File: config.mk
export PLATFORM = sky130hd
export DESIGN_NAME = phase_pi_bank
export DESIGN_NICKNAME = d
export VERILOG_FILES = /design/src/rtl/phase_pi_bank.sv
export SDC_FILE = /design/constraint.sdc
export NUM_CORES = 2
export LEC_CHECK = 0
export BUFFER_PORTS_ARGS = -buffer_cell sky130_fd_sc_hd__buf_2
export CAP_MARGIN = 30
export CORE_UTILIZATION = 40
export CTS_CLUSTER_SIZE = 24
export DETAILED_ROUTE_END_ITERATION = 8
export HOLD_SLACK_MARGIN = 0.06
export SYNTH_ARGS = -nofsm -noshare
export SYNTH_HDL_FRONTEND = slang
export SYNTH_SLANG_ARGS = --single-unit
export TNS_END_PERCENT = 1
File: constraint.sdc
create_clock -name clk -period 19.6 [get_ports clk]
set_clock_uncertainty 0.15 [all_clocks]
set_input_delay 3.92 -clock clk [delete_from_list [all_inputs] [get_ports clk]]
set_output_delay 3.92 -clock clk [all_outputs]
set_load 0.01 [all_outputs]
File: src/rtl/phase_pi_bank.sv
module phase_pi_bank #(
  parameter int DW = 16
)(
  input  logic              clk,
  input  logic              rst_n,
  input  logic              start,
  input  logic              rect_mode,
  input  logic [3*DW-1:0]   v_ref,
  input  logic [3*DW-1:0]   v_meas,
  input  logic [3*DW-1:0]   i_meas,
  input  logic [3*DW-1:0]   i_ref_ext,
  input  logic [DW-1:0]     vdc_inv,
  input  logic [DW-1:0]     kp_v,
  input  logic [DW-1:0]     ki_v,
  input  logic [DW-1:0]     kp_i,
  input  logic [DW-1:0]     ki_i,
  input  logic [DW-1:0]     kff_ref,
  input  logic [DW-1:0]     kff_meas,
  input  logic [DW-1:0]     lim_cur,
  input  logic [DW-1:0]     lim_int_v,
  input  logic [DW-1:0]     lim_int_i,
  input  logic [DW-1:0]     lim_mod,
  output logic              done,
  output logic [3*DW-1:0]   mod_out
);
  localparam int NPH = 3;
  localparam int FRAC = DW - 1;

  typedef logic signed [DW-1:0] s_t;
  typedef logic signed [DW+1:0] w_t;
  typedef enum logic [3:0] {S_IDLE, S_VP, S_VI, S_F1, S_F2, S_IP, S_II, S_SC, S_DER} st_t;

  localparam w_t MAXV = w_t'((1 <<< FRAC) - 1);
  localparam w_t MINV = -MAXV - w_t'(1);

  function automatic w_t ext(input s_t a);
    return w_t'(a);
  endfunction

  function automatic s_t sat(input w_t x);
    if (x > MAXV) return s_t'(MAXV);
    if (x < MINV) return s_t'(MINV);
    return s_t'(x);
  endfunction

  function automatic s_t add(input s_t a, input s_t b);
    return sat(ext(a) + ext(b));
  endfunction

  function automatic s_t sub(input s_t a, input s_t b);
    return sat(ext(a) - ext(b));
  endfunction

  function automatic s_t clamp(input s_t x, input s_t l);
    s_t nl;
    nl = -l;
    if (x > l) return l;
    if (x < nl) return nl;
    return x;
  endfunction

  function automatic s_t mul(input s_t a, input s_t b);
    logic signed [2*DW-1:0] pr;
    pr = a * b;
    pr = pr >>> FRAC;
    return sat($signed(pr[DW+1:0]));
  endfunction

  st_t        st;
  logic [1:0] ph;
  logic       rect_q, vclip, iclip;
  s_t         vint [NPH];
  s_t         iint [NPH];
  s_t         stage [2];
  s_t         iref_r, ff_r, cur_r;

  s_t vr, vm, im, ir, ev, ei, iref_e, ff_e, ma, mb, p;
  s_t v_raw, v_lim, i_raw, i_lim, vint_nx, iint_nx;

  assign vr = s_t'(v_ref[ph*DW +: DW]);
  assign vm = s_t'(v_meas[ph*DW +: DW]);
  assign im = s_t'(i_meas[ph*DW +: DW]);
  assign ir = s_t'(i_ref_ext[ph*DW +: DW]);

  assign ev     = sub(vr, vm);
  assign iref_e = rect_q ? ir : iref_r;
  assign ff_e   = rect_q ? s_t'(0) : ff_r;
  assign ei     = sub(iref_e, im);

  always_comb begin
    ma = s_t'(kp_v);
    mb = ev;
    case (st)
      S_VI: begin ma = s_t'(ki_v);     mb = ev; end
      S_F1: begin ma = s_t'(kff_ref);  mb = vr; end
      S_F2: begin ma = s_t'(kff_meas); mb = vm; end
      S_IP: begin ma = s_t'(kp_i);     mb = ei; end
      S_II: begin ma = s_t'(ki_i);     mb = ei; end
      S_SC: begin ma = cur_r;          mb = s_t'(vdc_inv); end
      default: ;
    endcase
  end

  assign p       = mul(ma, mb);
  assign v_raw   = add(p, vint[ph]);
  assign v_lim   = clamp(v_raw, s_t'(lim_cur));
  assign i_raw   = add(add(p, iint[ph]), ff_e);
  assign i_lim   = clamp(i_raw, s_t'(lim_mod));
  assign vint_nx = clamp(add(vint[ph], p), s_t'(lim_int_v));
  assign iint_nx = clamp(add(iint[ph], p), s_t'(lim_int_i));

  always_ff @(posedge clk or negedge rst_n) begin
    if (!rst_n) begin
      st      <= S_IDLE;
      ph      <= '0;
      rect_q  <= 1'b0;
      vclip   <= 1'b0;
      iclip   <= 1'b0;
      iref_r  <= '0;
      ff_r    <= '0;
      cur_r   <= '0;
      done    <= 1'b0;
      mod_out <= '0;
      for (int k = 0; k < NPH; k++) begin
        vint[k] <= '0;
        iint[k] <= '0;
      end
      for (int k = 0; k < 2; k++) stage[k] <= '0;
    end else begin
      done <= 1'b0;
      case (st)
        S_IDLE: if (start) begin
          rect_q <= rect_mode;
          ph     <= '0;
          if (rect_mode != rect_q)
            for (int k = 0; k < NPH; k++) begin
              vint[k] <= '0;
              iint[k] <= '0;
            end
          st <= rect_mode ? S_IP : S_VP;
        end
        S_VP: begin
          iref_r <= v_lim;
          vclip  <= (v_raw != v_lim);
          st     <= S_VI;
        end
        S_VI: begin
          if (!vclip) vint[ph] <= vint_nx;
          st <= S_F1;
        end
        S_F1: begin
          ff_r <= p;
          st   <= S_F2;
        end
        S_F2: begin
          ff_r <= add(ff_r, p);
          st   <= S_IP;
        end
        S_IP: begin
          cur_r <= i_lim;
          iclip <= (i_raw != i_lim);
          st    <= S_II;
        end
        S_II: begin
          if (!iclip) iint[ph] <= iint_nx;
          st <= S_SC;
        end
        S_SC: begin
          if (ph < 2'd2) stage[ph[0]] <= p;
          if (rect_q && ph == 2'd1) begin
            st <= S_DER;
          end else if (ph == 2'd2) begin
            mod_out <= {p, stage[1], stage[0]};
            done    <= 1'b1;
            st      <= S_IDLE;
          end else begin
            ph <= ph + 2'd1;
            st <= rect_q ? S_IP : S_VP;
          end
        end
        S_DER: begin
          mod_out <= {sat(-(ext(stage[0]) + ext(stage[1]))), stage[1], stage[0]};
          done    <= 1'b1;
          st      <= S_IDLE;
        end
        default: st <= S_IDLE;
      endcase
    end
  end
endmodule

==> flow_summary.yaml <==
synth:
  yosysSeqAreaShare: 0.168
  synth_fp_nets: 5367
  synthDistinctLibCells: 89
  synth_area_leaders: "dfrtp_1 (17%), fa_1 (15%), ha_1 (12%)"
  synth_area_leader_cell: "dfrtp_1"
  synth-edff-count: 0
  synth-seq-cells: 234
  yosys_warnings: 0
  synthesis.area_mm2: 0.0348
  synth_cells: 4397
  async_flop_share: 1.00
  avgSynthCellArea_um2: 7.92
  yosysTopAreaCellShare: 0.168
  synth_ff_type: "dfrtp_1"
cells_and_area:
  syn2layout_area_growth_pct: 33.3
  postLayoutCoreUtil: 0.542
  fillers: 8231
  nets: 6389
  drive_gt1_frac: 0.288
setup_path:
  critPathMaxStageDelay_ns: 0.53
  path_buf_inv: 21
  r2r_cells: 84
  cp_slowest_cell: "fa_1"
  reg2reg_to: "iclip"
  arrival_ns: 19.76
  critPathCaptureType: "register"
  cpLargestDelayFamily: "compound AO/OA/AOI/OAI gates"
  rr_startpoint: "ph[1]"
  cp-start-kind: "primary input"
  required_ns: 19.91
  cp_max_fo: 6
  rrSetupSlack_ns: 1.90
  crit_top_cell: "buf_4"
  critPathKind: "primary input to register"
clocking:
  cts_buffer_depth: 3
  ctsHoldBuffers: 0
  cts.clk_slew.worst_paths_ns: 0.07
  clock_latency_ns: 0.62
  ctsHtreeMaxLevel: 1
  root_buffer: "clkbuf_16"
  tritoncts: "done"
  numCtsBuffers: 29
  cts_sinks: 234
global_routing:
  grt_pass1_vias: 36300
  grt_max_degree: 74
  antenna_found_initial: 9
  overflow: 0
  grtUsageTotal: 0.305
  grt_pass1_wl_mm: 211
route:
  drcViolationCount: 0
  drt_first_pass_iters: 6
  drt_wl_total_mm: 140
  drt_iter0_drc: 2778
  via_count: 36600
  viasPerCell: 5.55
  ant_nets: 0
  wl_per_cell_um: 21.2
timing:
  period_minus_slack_ns: 19.45
  fin_crit_sh: 0.992
  finalSetupViolations: 0
  drv_slew: 0
  rsz0062_at_grt: "true"
  fmax_mhz: 51.4
  tightest_slew_ns: 1.12
  slew_headroom: 0.248
  hold-worst-slack_ns: 0.324
  hold_violations: 0
  layout_setup_ws_ns: 0.154
  tns_ns: 0
run:
  drv_cap: 0
die:
  die_w_um: 297
  fp-row-count: 107
  dieArea_mm2: 0.0882
  io_pins: 421
  die_h_um: 297
  core_mm2: 0.0857
  start_util: 0.406
outcome:
  outcome: "complete, no violations"
place:
  place_worst_setup_slack_ns: -1.12
  dp_hpwl_mm: 115
  portBuffers: 420
  place_congestion: 1.01
hold_path:
  min_path_cells: 2
  hold_end: "mod_out[3]"
  hold_path_class: "register to register"
  min_from: "mod_out[3]"
-- sequential cells by signal, summed over array words and instances, names as in the netlist --
signal,cells
iint,48
mod_out,48
vint,48
stage,32
cur_r,16
ff_r,16
iref_r,16
st,4
ph,2
done,1
iclip,1
rect_q,1
vclip,1
-- layer usage --
| metal | track usage | vias up | wire, µm |
|---|---|---|---|
| met5 | 0 | - | 37 |
| met4 | 0.0977 | 6 | 5410 |
| met3 | 0.0502 | 288 | 9830 |
| met2 | 0.511 | 1293 | 65700 |
| met1 | 0.400 | 17700 | 58800 |
| li1 | - | 17300 | - |
-- cell usage in the layout, fill, tap and decap left out, drive strengths merged, types with 41 or more instances in the layout --
cell type and n:
a21o 85, nor2 421, mux2i 112, nand3 53, nand2 494, nor2b 71, nand2b 59, nor3 61
buf 1201, ha 330, inv 479, fa 268, o211ai 54, xnor2 136, xor2 41, dfrtp 234
a21oi 285, o21ai 340, o21a 47, nand4 46
-- synth_stat cells, types with 33 or more instances --
master / instances
a21o_1: 85
a21oi_1: 284
a221oi_1: 33
a22oi_1: 36
and3_1: 36
clkbuf_1: 183
dfrtp_1: 234
fa_1: 268
ha_1: 330
inv_1: 474
mux2i_1: 112
nand2_1: 493
nand2b_1: 59
nand3_1: 53
nand4_1: 46
nor2_1: 421
nor2b_1: 71
nor3_1: 60
o211ai_1: 54
o21a_1: 46
o21ai_0: 332
o21bai_1: 36
xnor2_1: 136
xor2_1: 41
-- how the worst max path moves through the flow --
stage / start / endpoint / slack [ns] / cells after the start
floorplan: v_ref[32] / iclip / 0.009 / 81
global placement: i_ref_ext[32] / iclip / -1.03 / 80
detailed placement: i_ref_ext[32] / iclip / -1.12 / 80
CTS: i_ref_ext[32] / iclip / 0.003 / 75
global route: i_ref_ext[32] / iclip / -0.39 / 80
finish: i_ref_ext[44] / iclip / 0.15 / 85
-- metrics by stage --
stage,instance area (µm²),std cells
floorplan,35100,4397
detailed placement,43200,6455
global placement,43200,6448
global route,46400,6589
finish,46400,6592
CTS,45000,6541
-- layout make-up --
cell class | count | area, µm² | area share
repair buffers | 1201 | 8230 | 0.177
diodes | 6 | 15.0 | 0.000324
clock buffers | 35 | 788 | 0.0170
flip-flops and latches | 234 | 5860 | 0.126
well taps | 1144 | 1430 | 0.0308
multi-input cells | 3478 | 28000 | 0.604
inverters | 475 | 1790 | 0.0386
clock inverters | 19 | 259 | 0.00558
-- cell families after synthesis --
family | share of synthesized area
fa+ha+maj | 0.276
flops | 0.168
mux | 0.0390
simple gates | 0.178
buf+inv | 0.0742
compound gates | 0.220
xor+xnor | 0.0445
-- worst min-delay path, delay by kind of cell (launching register included) --
kind	cells	cell delay (ns)
DFF	1	0.34
AOI/OAI and AO/OA	1	0.06
and+or+nand+nor	1	0.04
-- what timing repair did --
action / CTS / global route
endpoints found under the setup margin: 2 / 66
gates cloned: 1 / 0
endpoints found under the hold margin: 0 / 0
pin swaps: 63 / 179
gates resized for setup: 110 / 219
buffers inserted: 31 / 45
Power is left out: the tool's default activity adds up to more than one toggle a clock period on the data nets, which glitch-free logic cannot reach.
